`config.mk`:
```
export PLATFORM = sky130hd
export DESIGN_NAME = cpuif_ack_eoi
export DESIGN_NICKNAME = d
export VERILOG_FILES = /design/src/rtl/cpuif_pkg.sv /design/src/rtl/cpuif_ctrl.sv /design/src/rtl/cpuif_dpath.sv /design/src/rtl/cpuif_ack_eoi.sv
export SDC_FILE = /design/constraint.sdc
export NUM_CORES = 1
export LEC_CHECK = 0
export CELL_PAD_IN_SITES_DETAIL_PLACEMENT = 0
export CELL_PAD_IN_SITES_GLOBAL_PLACEMENT = 1
export CORE_MARGIN = 2
export CORE_UTILIZATION = 43
export DETAILED_ROUTE_END_ITERATION = 12
export MAX_ROUTING_LAYER = met4
export PLACE_DENSITY = 0.89
export SLEW_MARGIN = 25
export SYNTH_ARGS = -nofsm -noshare
export SYNTH_HDL_FRONTEND = slang
export SYNTH_SLANG_ARGS = --single-unit
```
`constraint.sdc`:
```
create_clock -name clk -period 13.4 [get_ports clk]
set_input_delay 2.01 -clock clk [delete_from_list [all_inputs] [get_ports clk]]
set_output_delay 2.01 -clock clk [all_outputs]
set_load 0.01 [all_outputs]
```
`src/rtl/cpuif_pkg.sv`:
```
package cpuif_pkg;
  parameter int DATA_W   = 32;
  parameter int ID_W     = 10;
  parameter int PRIO_W   = 8;
  parameter int SRC_W    = 3;
  parameter int ID_LIMIT = 1020;
  parameter int SGI_LIMIT = 16;
  parameter int SPURIOUS = 1023;
  localparam int TAG_W   = ID_W + SRC_W;

  typedef logic [TAG_W-1:0] tag_t;

  typedef enum logic [1:0] {
    REG_CTRL  = 2'd0,
    REG_PMASK = 2'd1,
    REG_ACK   = 2'd2,
    REG_EOI   = 2'd3
  } regsel_e;

  typedef struct packed {
    logic wrCtrl;
    logic wrMask;
    logic push;
    logic pop;
  } strobe_t;
endpackage

```
`src/rtl/cpuif_ctrl.sv`:
```
module cpuif_ctrl
  import cpuif_pkg::*;
(
  input  logic              regWrEn,
  input  logic              regRdEn,
  input  logic [1:0]        regAddr,
  input  logic [DATA_W-1:0] regWrData,
  input  logic              candValid,
  input  logic [ID_W-1:0]   candId,
  input  logic [PRIO_W-1:0] candPrio,
  input  logic              enQ,
  input  logic [PRIO_W-1:0] maskQ,
  input  logic [PRIO_W-1:0] runPrio,
  input  logic              stackFull,
  input  logic              stackEmpty,
  input  tag_t              topTag,
  output strobe_t           stb,
  output logic              grant
);
  logic idOk;
  logic ackSel;
  logic eoiSel;
  logic tagMatch;

  assign idOk     = candId < ID_W'(ID_LIMIT);
  assign grant    = candValid && idOk && enQ && (candPrio < maskQ) &&
                    (candPrio < runPrio) && !stackFull;
  assign ackSel   = regRdEn && (regAddr == REG_ACK);
  assign eoiSel   = regWrEn && (regAddr == REG_EOI);
  assign tagMatch = regWrData == DATA_W'(topTag);

  always_comb begin
    stb        = '0;
    stb.wrCtrl = regWrEn && (regAddr == REG_CTRL);
    stb.wrMask = regWrEn && (regAddr == REG_PMASK);
    stb.push   = ackSel && grant;
    stb.pop    = eoiSel && !stackEmpty && tagMatch && !(ackSel && grant);
  end
endmodule

```
`src/rtl/cpuif_dpath.sv`:
```
module cpuif_dpath
  import cpuif_pkg::*;
#(
  parameter int DEPTH = 4
) (
  input  logic              clk,
  input  logic              rstN,
  input  strobe_t           stb,
  input  logic              regRdEn,
  input  logic [1:0]        regAddr,
  input  logic [DATA_W-1:0] regWrData,
  input  logic [ID_W-1:0]   candId,
  input  logic [PRIO_W-1:0] candPrio,
  input  logic [SRC_W-1:0]  candSrc,
  output logic              enQ,
  output logic [PRIO_W-1:0] maskQ,
  output logic [PRIO_W-1:0] runPrio,
  output logic              stackFull,
  output logic              stackEmpty,
  output tag_t              topTag,
  output logic [DATA_W-1:0] regRdData,
  output logic              ackValid,
  output logic [ID_W-1:0]   ackId
);
  localparam int CNT_W = $clog2(DEPTH + 1);
  localparam int IDX_W = (DEPTH > 1) ? $clog2(DEPTH) : 1;

  logic [PRIO_W-1:0] prioStk [DEPTH];
  tag_t              tagStk  [DEPTH];
  logic [CNT_W-1:0]  depthQ;
  logic [IDX_W-1:0]  topIdx;
  tag_t              ackTag;
  logic [SRC_W-1:0]  srcField;

  assign srcField   = (candId < ID_W'(SGI_LIMIT)) ? candSrc : '0;
  assign ackTag     = {srcField, candId};
  assign stackEmpty = depthQ == '0;
  assign stackFull  = depthQ == CNT_W'(DEPTH);
  assign topIdx     = IDX_W'(depthQ - 1'b1);
  assign runPrio    = stackEmpty ? '1 : prioStk[topIdx];
  assign topTag     = stackEmpty ? '0 : tagStk[topIdx];

  always_ff @(posedge clk or negedge rstN) begin
    if (!rstN) begin
      enQ   <= 1'b0;
      maskQ <= '0;
    end else begin
      if (stb.wrCtrl) enQ   <= regWrData[0];
      if (stb.wrMask) maskQ <= regWrData[PRIO_W-1:0];
    end
  end

  always_ff @(posedge clk or negedge rstN) begin
    if (!rstN) begin
      depthQ <= '0;
      for (int i = 0; i < DEPTH; i++) begin
        prioStk[i] <= '1;
        tagStk[i]  <= '0;
      end
    end else if (stb.push) begin
      depthQ <= depthQ + 1'b1;
      for (int i = 0; i < DEPTH; i++) begin
        if (depthQ == CNT_W'(i)) begin
          prioStk[i] <= candPrio;
          tagStk[i]  <= ackTag;
        end
      end
    end else if (stb.pop) begin
      depthQ <= depthQ - 1'b1;
    end
  end

  always_ff @(posedge clk or negedge rstN) begin
    if (!rstN) begin
      ackValid <= 1'b0;
      ackId    <= '0;
    end else begin
      ackValid <= stb.push;
      if (stb.push) ackId <= candId;
    end
  end

  always_comb begin
    regRdData = '0;
    if (regRdEn) begin
      case (regAddr)
        REG_CTRL:  regRdData = DATA_W'(enQ);
        REG_PMASK: regRdData = DATA_W'(maskQ);
        REG_ACK:   regRdData = stb.push ? DATA_W'(ackTag) : DATA_W'(SPURIOUS);
        default:   regRdData = '0;
      endcase
    end
  end
endmodule

```
`src/rtl/cpuif_ack_eoi.sv`:
```
module cpuif_ack_eoi
  import cpuif_pkg::*;
#(
  parameter int DEPTH = 4
) (
  input  logic              clk,
  input  logic              rstN,
  input  logic              regWrEn,
  input  logic              regRdEn,
  input  logic [1:0]        regAddr,
  input  logic [DATA_W-1:0] regWrData,
  output logic [DATA_W-1:0] regRdData,
  input  logic              candValid,
  input  logic [ID_W-1:0]   candId,
  input  logic [PRIO_W-1:0] candPrio,
  input  logic [SRC_W-1:0]  candSrc,
  output logic              ackValid,
  output logic [ID_W-1:0]   ackId,
  output logic              irqOut
);
  strobe_t           stb;
  logic              grant;
  logic              enQ;
  logic [PRIO_W-1:0] maskQ;
  logic [PRIO_W-1:0] runPrio;
  logic              stackFull;
  logic              stackEmpty;
  tag_t              topTag;

  cpuif_ctrl u_ctrl (
    .regWrEn(regWrEn), .regRdEn(regRdEn), .regAddr(regAddr),
    .regWrData(regWrData), .candValid(candValid), .candId(candId),
    .candPrio(candPrio), .enQ(enQ), .maskQ(maskQ), .runPrio(runPrio),
    .stackFull(stackFull), .stackEmpty(stackEmpty), .topTag(topTag),
    .stb(stb), .grant(grant)
  );

  cpuif_dpath #(.DEPTH(DEPTH)) u_dpath (
    .clk(clk), .rstN(rstN), .stb(stb), .regRdEn(regRdEn),
    .regAddr(regAddr), .regWrData(regWrData), .candId(candId),
    .candPrio(candPrio), .candSrc(candSrc), .enQ(enQ), .maskQ(maskQ),
    .runPrio(runPrio), .stackFull(stackFull), .stackEmpty(stackEmpty),
    .topTag(topTag), .regRdData(regRdData), .ackValid(ackValid),
    .ackId(ackId)
  );

  assign irqOut = grant;
endmodule

```
==> metrics.md, run 1 <==
| Metric | Value |
|---|---|
| Outcome | finished, final reports clean |
| Core area | 0.01324 mm² |
| H-tree levels | 3 |
| Worst R2R Start | u_dpath.depthQ[1] |
| CP max stage delay | 0.53 ns |
| Gr ovfl total | 0 |
| Critical Path Source Type | input pin |
| DR iter-0 viols | 165 |
| Number of fill cells | 1115 |
| First-pass GRT wire length | 21.92 mm |
| Starting Density | 0.4393 |
| Sequential cell area | 0.002718 mm² |
| Static leakage | 3.101 nW |
| # setup viols final | 0 |
| Footprint of the multi-input gates | 0.002870 mm² |
| Nets | 607 |
| Skew final | 0.008514 ns |
| Pwr Total | 0.0006694 W |
| CP dominant cell by count | clkdlybuf4s50_1 |
| Peak VDD IR | 0.00004790 V |
| Post-synthesis mux area share | 0.2869 |
| Detail Route Antenna Nets | 0 |
| Deepest clock path buffer count | 2 |
| Ys flop type | dfrtp_1 |
| Worst Path Required | 11.39 ns |
| RSZ-0062 raised after global routing | false |
| Layout cells sized above 1 | 0.3158 |
| #FFs+latches synth | 107 |
| R2R depth | 15 |
| Share of synthesized registers carrying an async set or reset | 1.000 |
| GR met1 Demand/Resource | 0.2492 |
| Row cnt | 42 |
| Post-synthesis simple-gate area fraction | 0.08237 |
| GR met3 Demand/Resource | 0.04434 |
| DRC | 0 |
| Yosys warns | 0 |
| Most frequent cells in the layout | mux2_2 (94), clkdlybuf4s50_1 (83), dfrtp_1 (75) |
| Final min period | 7.127 ns |
| Die area | 0.01448 mm² |
| All-Layer GR Usage | 0.2037 |
| Antenna Cells | 0 |
| Die width | 120.3 µm |
| CP Cell Sequence | clkdlybuf4s50_1 > ha_1 > and4_1 > a211o_1 > nor3_1 > o211ai_2 > nor2_1 > and2_1 > clkdlybuf4s50_1 |
| Routed vias | 3903 |
| Hold_sp | u_dpath.tagStk[21] |
| CTS resizes | 0 |
| Fin. Hold Viols | 0 |
| CTS tree | yes |
| Seq/Total Area, Yosys | 0.4671 |
| Top Ports | 104 |
| Synth Area in Adders | 0.04301 |
| Routability Congestion | 0.8632 |
| Xor/xnor share of the synthesized area | 0.01355 |
| Height of the die | 120.3 µm |
| Max-cap violation count | 0 |
| Top Family by Delay on Critical Path | simple AND/OR/NAND/NOR gates |
| Critical Path Fanout Max | 13 |
| Pre-CTS WS | 6.300 ns |
| CTS root buffer | clkbuf_16 |
| Hold EP | u_dpath.tagStk[21] |
| Crit Path Category | input pin to output pin |
| Synthesized instance count | 446 |
| Number of synthesized flops with an enable pin | 0 |
| Post-Syn Area | 0.005818 mm² |
| CP endpoint kind | output pin |
| Post-Route WL | 13.66 mm |
| Vias per Instance | 5.513 |
| Drt wl/cell | 19.29 µm |
| # hold bufs at CTS | 0 |
| Final setup TNS | 0 ns |
| Reg-to-reg setup timing slack | 8.30 ns |
| Power per Cell Area | 94.98 mW/mm² |
| Slew @ Worst Pin | 0.9686 ns |
| GRT Max-Usage Layer | met2 |
| Terminus of the critical flop-to-flop path | u_dpath.tagStk[16] |
| Final WS setup | 6.273 ns |
| Bufs and invs on worst path | 2 |
| Most common cell after layout, fill and taps aside | mux2_2 |
| Worst Path Arrival | 5.12 ns |
| Largest net degree at the start of global routing | 59 |
| Crit share post-route | 0.5319 |
| Setup bufs post-CTS | 0 |
| CTS sink cnt | 107 |
| Main combinational cell family by area after synthesis | multiplexers |
| Clock Pin Slew Worst Setup and Hold Paths | 0.07 ns |
| Hold depth | 1 |
| Buffers on Ports | 84 |
| Vias in the first global route | 4117 |
| Worst skew pair latency | 0.35 ns |
| Worst Hold Class | flip-flop to flip-flop |
| Post-detail-place hpwl | 9.786 mm |
| Distinct cells, synth | 55 |
| Drt first pass iters | 4 |
| Maximum clock rate | 140.3 MHz |
| Worst path slowest cell | clkdlybuf4s50_1 |
| Initial antenna violation count | 0 |
| Syn-to-layout area delta | 21.14% |
| Met2 usage | 0.3370 |
| Post-Syn Area per Cell | 13.05 µm² |
| Final-report max-slew violation count | 0 |
| Total CTS buffers | 9 |
| Compound-Gate Fraction of Synth Area | 0.05376 |
| Slew HR | 0.3507 |
worst max path at each step:
stage	depth (start not counted)	endpoint	slack, ns	startpoint
3_3_place_gp	9	regRdData[11]	6.40	candPrio[7]
6_report	9	regRdData[11]	6.27	candPrio[7]
5_1_grt	9	regRdData[11]	6.07	candPrio[7]
3_5_place_dp	9	regRdData[11]	6.30	candPrio[7]
2_1_floorplan	18	regRdData[10]	7.34	u_dpath.depthQ[0]
4_1_cts	9	regRdData[11]	6.31	candPrio[7]
cells by family (layout without fill, tap and decap cells):
| logic type | Yosys count | in the layout |
|---|---|---|
| AO/OA/AOI/OAI | 44 | 44 |
| XOR/XNOR | 9 | 9 |
| adder cells (fa/ha/maj) | 20 | 20 |
| buffers and inverters | 52 | 120 |
| flip-flops | 107 | 107 |
| multiplexers | 125 | 125 |
| other | 1 | 19 |
| AND/OR/NAND/NOR | 88 | 88 |
layer usage:
layer / part of all wire / vias up
met2: 0.49 / 120
met5: 0 / -
li1: - / 1774
met3: 0.063 / 16
met4: 0.018 / 0
met1: 0.43 / 1993
power by group:
part | total, W | internal (W) | switching (W)
sequential | 0.000334 | 0.000328 | 0.00000515
clock | 0.000269 | 0.000151 | 0.000118
combinational | 0.0000667 | 0.0000322 | 0.0000345
cell usage after synthesis, types with 2 or more instances:
master | n | share of area
mux4_1 | 7 | 0.032
a41oi_1 | 2 | 0.0030
mux2_2 | 94 | 0.18
buf_4 | 19 | 0.025
a21oi_1 | 4 | 0.0034
nand2_1 | 17 | 0.011
nor2b_1 | 5 | 0.0054
dfrtp_1 | 75 | 0.32
a21boi_0 | 8 | 0.010
nor3_1 | 4 | 0.0034
inv_1 | 14 | 0.0090
and3_1 | 4 | 0.0043
dfstp_2 | 32 | 0.14
clkbuf_1 | 3 | 0.0019
ha_1 | 20 | 0.043
o22ai_1 | 2 | 0.0022
nand4_1 | 6 | 0.0065
mux2_1 | 9 | 0.017
mux4_2 | 14 | 0.054
xnor2_1 | 8 | 0.012
o21ai_0 | 14 | 0.012
and2_1 | 7 | 0.0075
and4b_1 | 3 | 0.0052
nor4_1 | 5 | 0.0054
a2111oi_0 | 2 | 0.0030
nand3_1 | 4 | 0.0034
buf_2 | 13 | 0.011
nor2_1 | 20 | 0.013
nand2b_1 | 5 | 0.0054
through the flow:
| stage | hold slack, ns | instances | cell area, µm² | utilization |
|---|---|---|---|---|
| floorplan | 0.4488 | 464 | 5886 | - |
| global placement | 0.4596 | 692 | 6740 | 0.5090 |
| detailed placement | 0.4668 | 692 | 6744 | 0.5093 |
| CTS | 0.4831 | 708 | 7048 | 0.5322 |
| global route | 0.5047 | 708 | 7048 | 0.5322 |
| finish | 0.4801 | 708 | 7048 | 0.5322 |
sequential cells by signal, indices dropped and copies added, names as in the netlist:
name and flops:
u_dpath.ackId 10, u_dpath.ackValid 1, u_dpath.depthQ 3, u_dpath.enQ 1
u_dpath.maskQ 8, u_dpath.prioStk 32, u_dpath.tagStk 52
area by class of cell:
type                            count  share of cell area
Sequential cell                   107              0.3856
Timing Repair Buffer               90              0.1253
Clock inverter                      5            0.008699
Inverter                           14            0.007456
Tap cell                          176             0.03124
Multi-Input combinational cell    305              0.4072
Clock buffer                       11             0.03444
Power figures use the tool's default switching activity.
==> inputs of run 2 (changes only) <==
Clock period 13.4 ns to 7.2 ns, I/O delays scaled along.
==> run 2 against run 1 <==
  * Cell area increased by 0.18%
  * Non-clock buffer count unchanged
  * Final cell count unchanged
  * Power increased by 90%
  * Sequential share of layout area decreased by 0.068 points
==> metrics.md, run 2 (synthesis gave the netlist of run 1 again) <==
| Metric | Value |
|---|---|
| First-pass GRT wire length | 22.37 mm (was 21.92 mm) |
| Routed vias | 3934 (was 3903) |
| Row cnt | 42 (unchanged) |
| Number of fill cells | 1125 (was 1115) |
| Pint | 0.0009519 W (was 0.0005118 W) |
| Nets | 607 (unchanged) |
| CTS sink cnt | 107 (unchanged) |
| Gr ovfl total | 0 (unchanged) |
| Setup bufs post-CTS | 0 (unchanged) |
| NetSw | 0.0003189 W (was 0.0001576 W) |
| DRC | 0 (unchanged) |
| Clock Pin Slew Worst Setup and Hold Paths | 0.08 ns (was 0.07 ns) |
| Switching Fraction | 0.2509 (was 0.2355) |
| Final WS setup | 1.155 ns (was 6.273 ns) |
| Most frequent cells in the layout | mux2_2 (94), clkdlybuf4s50_1 (83), dfrtp_1 (75) (unchanged) |
| Deepest clock path buffer count | 2 (unchanged) |
| Fin. Hold Viols | 0 (unchanged) |
| Vias per Instance | 5.556 (was 5.513) |
| Crit share post-route | 0.8396 |
| Final min period | 6.045 ns |
| Metal3 WL | 790 µm (was 865 µm) |
| All-Layer GR Usage | 0.2083 (was 0.2037) |
| Final setup TNS | 0 ns (unchanged) |
| Outcome | finished, final reports clean (unchanged) |
| Worst skew pair latency | 0.36 ns (was 0.35 ns) |
| Hold_sp | u_dpath.tagStk[14] (was u_dpath.tagStk[21]) |
| Sequential cell area | 0.002718 mm² (unchanged) |
| Top layer in use | met4 (unchanged) |
| # hold bufs at CTS | 0 (unchanged) |
| Top Ports | 104 (unchanged) |
| Maximum clock rate | 165.4 MHz |
| Peak VDD IR | 0.0001158 V (was 0.00004790 V) |
| Syn-to-layout area delta | 21.35% (was 21.14%) |
| Post-Route WL | 13.99 mm (was 13.66 mm) |
| # setup viols final | 0 (unchanged) |
| Slew @ Worst Pin | 1.090 ns (was 0.9686 ns) |
| Detail Route Antenna Nets | 0 (unchanged) |
| Largest register FFs | 52 (unchanged) |
| CTS tree | yes (unchanged) |
| Clk pwr share | 0.415 (was 0.402) |
| Footprint of the multi-input gates | 0.002869 mm² (was 0.002870 mm²) |
| Initial antenna violation count | 0 (unchanged) |
| CTS root buffer | clkbuf_16 (unchanged) |
| Drt wl/cell | 19.76 µm (was 19.29 µm) |
| Height of the die | 120.3 µm (unchanged) |
| Skew final | 0.009268 ns (was 0.008514 ns) |
| Max-cap violation count | 0 (unchanged) |
| Die area | 0.01448 mm² (unchanged) |
| Buffers on Ports | 84 (unchanged) |
| Top Registers | u_dpath.tagStk (52), u_dpath.prioStk (32), u_dpath.ackId (10) (unchanged) |
| Crit Path Category | flip-flop to output pin (was input pin to output pin) |
| Most common cell after layout, fill and taps aside | mux2_2 (unchanged) |
| Largest net degree at the start of global routing | 56 (was 59) |
| Final-report max-slew violation count | 0 (unchanged) |
| Terminus of the critical flop-to-flop path | u_dpath.tagStk[16] (unchanged) |
| Die width | 120.3 µm (unchanged) |
| Starting Density | 0.4393 (unchanged) |
| Slew HR | 0.2731 (was 0.3507) |
| Pre-CTS WS | 1.658 ns (was 6.300 ns) |
| Routability Congestion | 0.8645 (was 0.8632) |
| CP endpoint kind | output pin (unchanged) |
| Static leakage | 3.108 nW (was 3.101 nW) |
| DR iter-0 viols | 173 (was 165) |
| Flop pwr share | 0.487 (was 0.498) |
| Worst R2R Start | u_dpath.depthQ[1] (unchanged) |
| Post-route insts no fill | 708 (unchanged) |
| R2R depth | 14 (was 15) |
| Hold depth | 1 (unchanged) |
| Final core occ | 0.5332 (was 0.5322) |
| Critical Path Source Type | flip-flop (was input pin) |
| Core area | 0.01324 mm² (unchanged) |
| Worst Hold Class | flip-flop to flip-flop (unchanged) |
| Cell count after placement | 692 (unchanged) |
| H-tree levels | 3 (unchanged) |
| Logic gate share of total power | 0.098 (was 0.100) |
| RSZ-0062 raised after global routing | false (unchanged) |
| Largest Register | u_dpath.tagStk (unchanged) |
| Worst Path Arrival | 4.97 ns (was 5.12 ns) |
| WL met1 | 6.105 mm (was 5.811 mm) |
| DR WL met2 | 6.725 mm (was 6.727 mm) |
| Worst Path Required | 6.12 ns (was 11.39 ns) |
| Reg-to-reg setup timing slack | 1.59 ns (was 8.30 ns) |
| Power per Cell Area | 180.0 mW/mm² (was 94.98 mW/mm²) |
| Post-detail-place hpwl | 10.06 mm (was 9.786 mm) |
| Vias in the first global route | 4205 (was 4117) |
| Total CTS buffers | 9 (unchanged) |
| Layout cells sized above 1 | 0.3158 (unchanged) |
| Critical Path Fanout Max | 23 (was 13) |
| Drt first pass iters | 5 (was 4) |
| Antenna Cells | 0 (unchanged) |
| Hold EP | u_dpath.tagStk[14] (was u_dpath.tagStk[21]) |
| CTS resizes | 0 (unchanged) |
-- run 2: cell types whose count changed in the layout (fill, tap and decap cells not counted), sizes merged --
| cell | delta |
|---|---|
| clkbuf | -2 |
| clkinv | -1 |
| inv | +3 |
-- run 2: final cells by class --
class | count | share of cell area
well taps | 176 | 0.03119
clock inverters | 7 | 0.01311
inverters | 14 | 0.007443
flip-flops and latches | 107 | 0.3849
multi-input cells | 305 | 0.4063
repair buffers | 90 | 0.1251
clock buffers | 9 | 0.03190
-- run 2: layer usage --
| layer | GRT usage | vias up |
|---|---|---|
| met2 | 0.3281 | 138 |
| met4 | 0.08866 | 0 |
| met5 | - | - |
| met1 | 0.2662 | 2009 |
| met3 | 0.03868 | 28 |
| li1 | - | 1759 |
-- run 2: worst max-delay path by stage --
stage / startpoint / endpoint / depth (start not counted)
3_3_place_gp: u_dpath.depthQ[1] / regRdData[12] / 12
5_1_grt: u_dpath.depthQ[1] / regRdData[12] / 12
2_1_floorplan: u_dpath.depthQ[0] / regRdData[10] / 18
3_5_place_dp: u_dpath.depthQ[1] / regRdData[10] / 12
6_report: u_dpath.depthQ[1] / regRdData[10] / 12
4_1_cts: u_dpath.depthQ[1] / regRdData[10] / 12
-- run 2: critical path, cell delays in order (launching register included) --
cell	delay, ns
dfrtp_1	0.40
inv_1	0.09
ha_1	1.02
mux4_2	0.41
nor2_1	0.10
ha_1	0.26
a2111oi_0	0.49
nor2_1	0.09
nand3_1	0.12
o211ai_2	0.24
nor2_1	0.61
and2_1	0.23
clkdlybuf4s50_1	0.54
-- run 2: through the flow --
stage / total power, W / cell area, µm² / hold slack, ns
finish: 0.001271 / 7061 / 0.4952
global route: 0.001322 / 7061 / 0.5105
CTS: 0.001280 / 7061 / 0.4938
detailed placement: 0.0007552 / 6743 / 0.4757
global placement: 0.0007507 / 6740 / 0.4588
floorplan: 0.0006822 / 5886 / 0.4488
-- run 2: power groups by stage --
stage	clock network, W	registers, W	logic [W]
2_1_floorplan	0	0.000627	0.0000549
3_5_place_dp	0	0.000630	0.000125
5_1_grt	0.000563	0.000621	0.000139
4_1_cts	0.000535	0.000619	0.000125
6_report	0.000527	0.000619	0.000124
3_3_place_gp	0	0.000630	0.000121
